**config.mk**
```make
export PLATFORM = sky130hd
export DESIGN_NAME = gpio_port
export DESIGN_NICKNAME = d
export VERILOG_FILES = /design/src/rtl/gpio_port_pkg.sv /design/src/rtl/gpio_addr_decode.sv /design/src/rtl/gpio_port_regs.sv /design/src/rtl/gpio_in_sync.sv /design/src/rtl/gpio_halt_fsm.sv /design/src/rtl/gpio_port.sv
export SDC_FILE = /design/constraint.sdc
export NUM_CORES = 1
export LEC_CHECK = 0
export BUFFER_PORTS_ARGS = -buffer_cell sky130_fd_sc_hd__buf_2
export CAP_MARGIN = 20
export CORE_MARGIN = 2
export CORE_UTILIZATION = 30
export CTS_BUF_LIST = sky130_fd_sc_hd__clkbuf_4
export DETAILED_ROUTE_END_ITERATION = 8
export GPL_TIMING_DRIVEN = 0
export MAX_ROUTING_LAYER = met4
export RECOVER_POWER = 100
export REMOVE_ABC_BUFFERS = 1
export SETUP_SLACK_MARGIN = 0.4
export SYNTH_ARGS = -nofsm -noshare
export SYNTH_HDL_FRONTEND = slang
export SYNTH_SLANG_ARGS = --single-unit
```
**constraint.sdc**
```tcl
create_clock -name clk -period 1.1 [get_ports clk]
set_input_delay 0.055 -clock clk [delete_from_list [all_inputs] [get_ports clk]]
set_output_delay 0.055 -clock clk [all_outputs]
set_load 0.05 [all_outputs]
```
**src/rtl/gpio_port_pkg.sv**
```systemverilog
package gpio_port_pkg;

    // Which register a bus address selects
    typedef enum logic [1:0] {
        SEL_DATA = 2'd0,
        SEL_CFG  = 2'd1,
        SEL_PINS = 2'd2,
        SEL_NONE = 2'd3
    } port_sel_e;

    // Halt request sequencer states
    typedef enum logic {
        HALT_IDLE  = 1'b0,
        HALT_PULSE = 1'b1
    } halt_state_e;

endpackage

```
**src/rtl/gpio_addr_decode.sv**
```systemverilog
module gpio_addr_decode
    import gpio_port_pkg::*;
#(
    parameter int              ADDR_W = 8,
    parameter logic [ADDR_W-1:0] BASE = 8'hD0
) (
    input  logic [ADDR_W-1:0] addr,
    output port_sel_e         sel
);

    localparam logic [ADDR_W-1:0] OFS_DATA = ADDR_W'(0);
    localparam logic [ADDR_W-1:0] OFS_CFG  = ADDR_W'(1);
    localparam logic [ADDR_W-1:0] OFS_PINS = ADDR_W'(2);

    logic [ADDR_W-1:0] offset;

    always_comb begin
        offset = addr - BASE;
        if (offset == OFS_DATA)      sel = SEL_DATA;
        else if (offset == OFS_CFG)  sel = SEL_CFG;
        else if (offset == OFS_PINS) sel = SEL_PINS;
        else                         sel = SEL_NONE;
    end

endmodule

```
**src/rtl/gpio_port_regs.sv**
```systemverilog
module gpio_port_regs #(
    parameter int             WIDTH     = 8,
    parameter logic [WIDTH-1:0] IN_ONLY = 8'hC0
) (
    input  logic             clk,
    input  logic             rst_n,
    input  logic             wr_data_en,
    input  logic             wr_cfg_en,
    input  logic [WIDTH-1:0] wdata,
    output logic [WIDTH-1:0] data_q,
    output logic [WIDTH-1:0] cfg_q
);

    localparam logic [WIDTH-1:0] CFG_KEEP = ~IN_ONLY;

    always_ff @(posedge clk or negedge rst_n) begin
        if (!rst_n) begin
            data_q <= '0;
        end else if (wr_data_en) begin
            data_q <= wdata;
        end
    end

    always_ff @(posedge clk or negedge rst_n) begin
        if (!rst_n) begin
            cfg_q <= '0;
        end else if (wr_cfg_en) begin
            cfg_q <= wdata & CFG_KEEP;
        end
    end


    data_load_chk: assert property (@(posedge clk) disable iff (!rst_n)
        wr_data_en |=> data_q == $past(wdata));


    cfg_mask_chk: assert property (@(posedge clk) disable iff (!rst_n)
        wr_cfg_en |=> ((cfg_q & IN_ONLY) == '0) && ((cfg_q | IN_ONLY) == ($past(wdata) | IN_ONLY)));


    cfg_hold_chk: assert property (@(posedge clk) disable iff (!rst_n)
        !wr_cfg_en |=> $stable(cfg_q));

endmodule

```
**src/rtl/gpio_in_sync.sv**
```systemverilog
module gpio_in_sync #(
    parameter int WIDTH  = 8,
    parameter int STAGES = 2
) (
    input  logic             clk,
    input  logic             rst_n,
    input  logic [WIDTH-1:0] async_in,
    output logic [WIDTH-1:0] sync_out
);

    logic [WIDTH-1:0] stage_q [STAGES];

    always_ff @(posedge clk or negedge rst_n) begin
        if (!rst_n) begin
            for (int s = 0; s < STAGES; s++) stage_q[s] <= '0;
        end else begin
            stage_q[0] <= async_in;
            for (int s = 1; s < STAGES; s++) stage_q[s] <= stage_q[s-1];
        end
    end

    assign sync_out = stage_q[STAGES-1];

endmodule

```
**src/rtl/gpio_halt_fsm.sv**
```systemverilog
module gpio_halt_fsm
    import gpio_port_pkg::*;
#(
    parameter bit HALT_EN = 1'b1
) (
    input  logic clk,
    input  logic rst_n,
    input  logic trigger,
    output logic halt_req
);

    generate
        if (HALT_EN) begin : g_halt
            halt_state_e state_q, state_d;

            always_ff @(posedge clk or negedge rst_n) begin
                if (!rst_n) state_q <= HALT_IDLE;
                else        state_q <= state_d;
            end

            always_comb begin
                state_d = state_q;
                unique case (state_q)
                    HALT_IDLE:  if (trigger) state_d = HALT_PULSE;
                    HALT_PULSE: state_d = HALT_IDLE;
                endcase
            end

            always_comb begin
                unique case (state_q)
                    HALT_IDLE:  halt_req = 1'b0;
                    HALT_PULSE: halt_req = 1'b1;
                endcase
            end


            halt_single_chk: assert property (@(posedge clk) disable iff (!rst_n)
                halt_req |=> !halt_req);


            halt_cause_chk: assert property (@(posedge clk) disable iff (!rst_n)
                $rose(halt_req) |-> $past(trigger));
        end else begin : g_no_halt
            assign halt_req = 1'b0;
        end
    endgenerate

endmodule

```
**src/rtl/gpio_port.sv**
```systemverilog
module gpio_port
    import gpio_port_pkg::*;
#(
    parameter int                WIDTH    = 8,
    parameter int                ADDR_W   = 8,
    parameter logic [ADDR_W-1:0] BASE     = 8'hD0,
    parameter logic [WIDTH-1:0]  IN_ONLY  = 8'hC0,
    parameter bit                HALT_EN  = 1'b1,
    parameter int                HALT_BIT = 7
) (
    input  logic              clk,
    input  logic              rst_n,
    input  logic [ADDR_W-1:0] bus_addr,
    input  logic              bus_wr,
    input  logic              bus_rd,
    input  logic [WIDTH-1:0]  bus_wdata,
    output logic [WIDTH-1:0]  bus_rdata,
    input  logic [WIDTH-1:0]  pad_in,
    output logic [WIDTH-1:0]  pin_oe,
    output logic [WIDTH-1:0]  pin_out,
    output logic [WIDTH-1:0]  pin_pu,
    output logic              halt_req
);

    port_sel_e        sel;
    logic [WIDTH-1:0] data_q;
    logic [WIDTH-1:0] cfg_q;
    logic [WIDTH-1:0] pins_sync;
    logic             wr_data_en;
    logic             wr_cfg_en;
    logic             halt_trig;

    gpio_addr_decode #(.ADDR_W(ADDR_W), .BASE(BASE)) u_dec (
        .addr (bus_addr),
        .sel  (sel)
    );

    assign wr_data_en = bus_wr && (sel == SEL_DATA);
    assign wr_cfg_en  = bus_wr && (sel == SEL_CFG);
    assign halt_trig  = wr_data_en && bus_wdata[HALT_BIT];

    gpio_port_regs #(.WIDTH(WIDTH), .IN_ONLY(IN_ONLY)) u_regs (
        .clk        (clk),
        .rst_n      (rst_n),
        .wr_data_en (wr_data_en),
        .wr_cfg_en  (wr_cfg_en),
        .wdata      (bus_wdata),
        .data_q     (data_q),
        .cfg_q      (cfg_q)
    );

    gpio_in_sync #(.WIDTH(WIDTH), .STAGES(2)) u_sync (
        .clk      (clk),
        .rst_n    (rst_n),
        .async_in (pad_in),
        .sync_out (pins_sync)
    );

    gpio_halt_fsm #(.HALT_EN(HALT_EN)) u_halt (
        .clk      (clk),
        .rst_n    (rst_n),
        .trigger  (halt_trig),
        .halt_req (halt_req)
    );

    // Per-pin mode decode from {config, data}
    generate
        for (genvar i = 0; i < WIDTH; i++) begin : g_pin
            assign pin_oe[i]  = cfg_q[i];
            assign pin_out[i] = data_q[i];
            assign pin_pu[i]  = ~cfg_q[i] & data_q[i];
        end
    endgenerate

    // Registered read path
    always_ff @(posedge clk or negedge rst_n) begin
        if (!rst_n) begin
            bus_rdata <= '0;
        end else if (bus_rd) begin
            unique case (sel)
                SEL_DATA: bus_rdata <= data_q;
                SEL_CFG:  bus_rdata <= cfg_q;
                SEL_PINS: bus_rdata <= pins_sync;
                SEL_NONE: bus_rdata <= '0;
            endcase
        end
    end


    pu_oe_excl_chk: assert property (@(posedge clk) disable iff (!rst_n)
        (pin_pu & pin_oe) == '0);


    rdata_hold_chk: assert property (@(posedge clk) disable iff (!rst_n)
        !bus_rd |=> $stable(bus_rdata));


    pin_read_chk: assert property (@(posedge clk) disable iff (!rst_n)
        (bus_rd && sel == SEL_PINS) |=> bus_rdata == $past(pins_sync));


    unmapped_read_chk: assert property (@(posedge clk) disable iff (!rst_n)
        (bus_rd && sel == SEL_NONE) |=> bus_rdata == '0);


    in_only_oe_chk: assert property (@(posedge clk) disable iff (!rst_n)
        (pin_oe & IN_ONLY) == '0);

endmodule

```
# Yosys cells after proc, flatten, opt, wreduce, memory -nomap -nowiden
# Cells that the tools add are included.
# W data, S select, Z words.
[op_classes] reduce_logical=5 bitwise=13 muxes=7 add_sub_neg=1 eq_ne=5
[op_table] operator="$pmux W8 S4" count=1
[op_table] operator="$eq A8 B1 Y1 const B" count=1
[op_table] operator="$eq A8 B2 Y1 const B" count=1
[op_table] operator="$logic_not A8 Y1" count=1
[op_table] operator="$sub A8 B8 Y8 const B" count=1
[op_table] operator="$not A1 Y1" count=7
[op_table] operator="$and A1 B1 Y1" count=6
[op_table] operator="$eq A2 B2 Y1 const B" count=2
[op_table] operator="$mux W2" count=2
[op_table] operator="$pmux W1 S2" count=2
[op_table] operator="$logic_and A1 B1 Y1" count=3
[op_table] operator="$eq A2 B1 Y1 const B" count=1
[op_table] operator="$logic_not A2 Y1" count=1
[op_table] operator="$mux W1" count=2
[word_totals] wordCells=37 output_inout_bits=33 ff_bits=39

# Logic depth before layout (Yosys ltp)
[depth] ltp_word=10 mapped_depth=5 depth_no_buf=4

# Hierarchy
# From an unflattened synthesis, not the netlist that was laid out.
[unflattened] cells_unflattened=120 hier_area_um2=1740.4
[by_module_without_submodules] module="gpio_port" seq_area_each_um2=200.2 cells_per_inst=58 area_each_um2=615.6 instances=1
[by_module_without_submodules] module="gpio_port_regs" seq_area_each_um2=350.3 cells_per_inst=33 area_each_um2=601.8 instances=1
[by_module_without_submodules] module="gpio_in_sync" seq_area_each_um2=400.4 cells_per_inst=24 area_each_um2=460.4 instances=1
[by_module_without_submodules] module="gpio_halt_fsm" seq_area_each_um2=25.0 cells_per_inst=2 area_each_um2=38.8 instances=1
[by_module_without_submodules] module="gpio_addr_decode" seq_area_each_um2=0.0 cells_per_inst=3 area_each_um2=23.8 instances=1

# Least setup slack after synthesis
# Ideal clock, no wire load.
[synth_path] path_type="register to output" start="reg u_regs.data_q[0]" end="out pin_pu[0]" slack_ps=-375 arrival_time_ps=1420 required_ps=1045 n_path_buf=0 stages_incl_launch_ff=2 path_cell_list="dfrtp_1 -> nor2b_1"
[synth_between] elab_chain_len=1
[synth_lines] item="from (decl)" line="gpio_port_regs.sv:10" source="output logic [WIDTH-1:0] data_q,"
[synth_lines] item="from (signal assigned)" line="gpio_port_regs.sv:20" source="data_q <= wdata;"
[synth_lines] item="$and A1 B1 Y1" line="gpio_port.sv:71" source="assign pin_pu[i] = ~cfg_q[i] & data_q[i];"
[synth_lines] item="to (decl)" line="gpio_port.sv:21" source="output logic [WIDTH-1:0] pin_pu,"
# No other way between the ends.

# Worst setup path in the final report
[layout_path] start="reg u_regs.cfg_q[3]" end="out pin_pu[3]"
[layout_between] elab_chain_len=2
[layout_lines] item="from (decl)" line="gpio_port_regs.sv:11" source="output logic [WIDTH-1:0] cfg_q"
[layout_lines] item="from (signal assigned)" line="gpio_port_regs.sv:28" source="cfg_q <= wdata & CFG_KEEP;"
[layout_lines] item="$not A1 Y1" line="gpio_port.sv:71"
[layout_lines] item="$and A1 B1 Y1" line="gpio_port.sv:71"
# No other way between the ends.

==> metrics.csv <==
metric;value;unit
outcome;complete, but fails checks;
failing checks;negative hold slack, negative setup slack;
Port Buffers;58;
post-synthesis xor/xnor area fraction;0;
mean area per synthesized cell;13.2;um2
HP Class;primary input to async pin;
Synth area leaders;dfrtp_1 62%, mux2_4 7.6%, mux2_2 4.3%;
H-Tree Depth;2;
CTS max path bufs;2;
cell at the slowest stage of the critical path;dfrtp_1;
Peak Freq;0.843;GHz
Critical Path AT;1.13;ns
# rows;26;
worst slew pin tran;0.977;ns
number of global-route vias before repair;1375;
post-synthesis simple-gate area fraction;0.135;
Post-DP HPWL;2330;um
area growth from synthesis to layout;67.3;%
DR vias;1281;
final hold violations;49;
Setup TNS;-0.478;ns
routability congestion estimate;0.673;
static leakage;1.36;nW
R2R cell count;5;
area leader, netlist;dfrtp_1;
synth warn;0;
Post-DRT Antenna Nets;0;
Vias/cell;4.37;
Post-synth ARST share;1.00;
Placed Instances;241;
DIE WIDTH;76.6;um
CTS tree;done;
Post-Synthesis Cell Area;1580;um2
Reg2Reg Setup Slack;-0.06;ns
min Tclk post-route;1.19;ns
drt wl/cell;14.3;um
CP max stage delay;0.43;ns
total global routing overflow;0;
RSZ-0062 raised after global routing;true;
post-synthesis compound-gate area fraction;0.0633;
Worst Setup Path Type;flop to output port;
Final Cycle Share;1.08;
Crit Reg-Reg Startpoint;u_regs.cfg_q[1]$_DFFE_PN0P_;
DRT Wirelength;4190;um
initial antenna violation count;0;
Max FO, Critical Path;4;
Post-synth EDFFs;0;
Setup Slack @ Placement;-0.481;ns
nets;250;
Initial DRT Pass Iterations;4;
Max-Cap Viols;0;
# DRC;0;
total track usage;0.150;
adder-cell area share of the yosys netlist;0;
Finish-stage setup viols;12;
cts hold-fix bufs;11;
top cell type's share of synthesized area;0.617;
total core area;5110;um2
Non-Filler Instances;293;
pwr/cell area;1250;nW/um2
Skew-Pair Late Insertion Delay;0.35;ns
final hold slack;-0.165;ns
Worst Path Required;1.04;ns
die area;5870;um2
DRT iter0 DRCs;48;
Crit. End Element;output port;
Mapped Cells;120;
Distinct cells, synth;25;
Peak VDD IR;0.817;mV
IO Pins;61;
sequential share of the synthesized area;0.617;
Worst setup SP type;flop;
normalized max-slew margin;0.349;
r2r endpoint;bus_rdata[1]$_DFFE_PN0P_;
Post-synth top flop;dfrtp_1;
Seq cells post-synth;39;
Initial Util;0.310;
final setup margin;-0.0860;ns
Root Driver;clkbuf_4;
Clock Skew;0.00721;ns
Critical Path, Cell by Cell;nor2b_1 -> buf_6;
Max Slew Vio Count;0;
total CTS buffers;5;
largest net degree at the start of global routing;40;
die height;76.6;um
Antenna diodes;0;
first-pass GRT wire length;6600;um
CTS Sinks;39;
largest family of logic cells by synthesized area;simple AND/OR/NAND/NOR gates;
fraction of synthesized area in multiplexers;0.131;
clock slew at reported path FFs;0.13;ns
layout cells sized above 1;0.556;
-- critical path: cells and delay by family, from the launching register on --
family	cells	cell delay [ns]
DFF	1	0.43
buffers and inverters	1	0.18
and+or+nand+nor	1	0.18
-- sequential cells by signal, indices dropped and copies added (netlist names) --
| name | flops |
|---|---|
| u_sync.stage_q | 8 |
| bus_rdata | 8 |
| u_regs.data_q | 8 |
| u_halt.g_halt.state_q | 1 |
| u_sync.sync_out | 8 |
| u_regs.cfg_q | 6 |
-- cell type report --
class | count | area [um2]
clock inverters | 3 | 67.6
flip-flops and latches | 39 | 976
fillers | 474 | 2460
clock buffers | 5 | 37.5
multi-input cells | 67 | 613
well taps | 70 | 87.6
inverters | 7 | 26.3
repair buffers | 102 | 838
-- worst max-delay path by stage --
stage	startpoint	to	slack [ns]	cells after the start
final	u_regs.cfg_q[3]$_DFFE_PN0P_	pin_pu[3]	-0.09	2
after CTS	u_regs.cfg_q[1]$_DFFE_PN0P_	pin_pu[1]	-0.06	2
after floorplan	u_regs.data_q[0]$_DFFE_PN0P_	pin_pu[0]	-0.37	1
after global placement	bus_addr[2]	u_regs.data_q[4]$_DFFE_PN0P_	-0.47	5
after global routing	u_regs.cfg_q[1]$_DFFE_PN0P_	pin_pu[1]	-0.13	2
after detailed placement	bus_addr[3]	u_regs.data_q[4]$_DFFE_PN0P_	-0.48	5
-- per-stage QoR --
step	util	power (mW)	instance area [um2]
after floorplan	-	1.78	1530
after global placement	0.374	1.92	1910
after detailed placement	0.374	1.93	1910
after CTS	0.501	3.28	2560
after global routing	0.518	3.44	2650
final	0.518	3.30	2650
-- cells in the mapped netlist (2+ instances only) --
cell type,n
nand4b_1,2
nor2_1,12
inv_1,7
nand2b_1,6
dfrtp_1,39
a32oi_1,6
buf_4,4
clkbuf_1,2
mux2_2,6
mux2_4,8
o2bb2ai_1,2
o21ai_0,6
nor2b_1,7
mux2i_1,2
-- report_power, final --
part           switching [mW]  internal, mW
Sequential             0.0349          1.49
Combinational           0.306         0.252
Clock                   0.509         0.706
-- kinds of logic after synthesis --
| logic type | Yosys count |
|---|---|
| other | 1 |
| AOI/OAI and AO/OA | 14 |
| buffers and inverters | 15 |
| muxes | 16 |
| and+or+nand+nor | 35 |
| DFF | 39 |
-- per-layer routing --
layer  vias to the layer above  track usage  wire length [um]
met5                         -            -                 0
met4                         0       0.0436                48
met3                         5       0.0438               265
met2                        47        0.249              2120
met1                       622        0.178              1750
li1                        607            -                 -
-- timing repair --
action,CTS,global route
hold endpoints to repair,62,49
buffers inserted,25,8
pin swaps,15,4
resized for setup,68,29
setup endpoints to repair,54,54
-- placed cells by master (no fill, tap or decap), drive strengths merged, types with 2 or more instances in the layout --
cell type and instances:
nand2b 6, dlygate4sd3 11, nor2b 8, nor2 12, dfrtp 39, clkbuf 14, buf 81, nand4b 2
o21ai 6, a32oi 6, o2bb2ai 2, mux2i 2, bufinv 2, inv 7, conb 2, mux2 14
(Power assumes the default switching activity.)
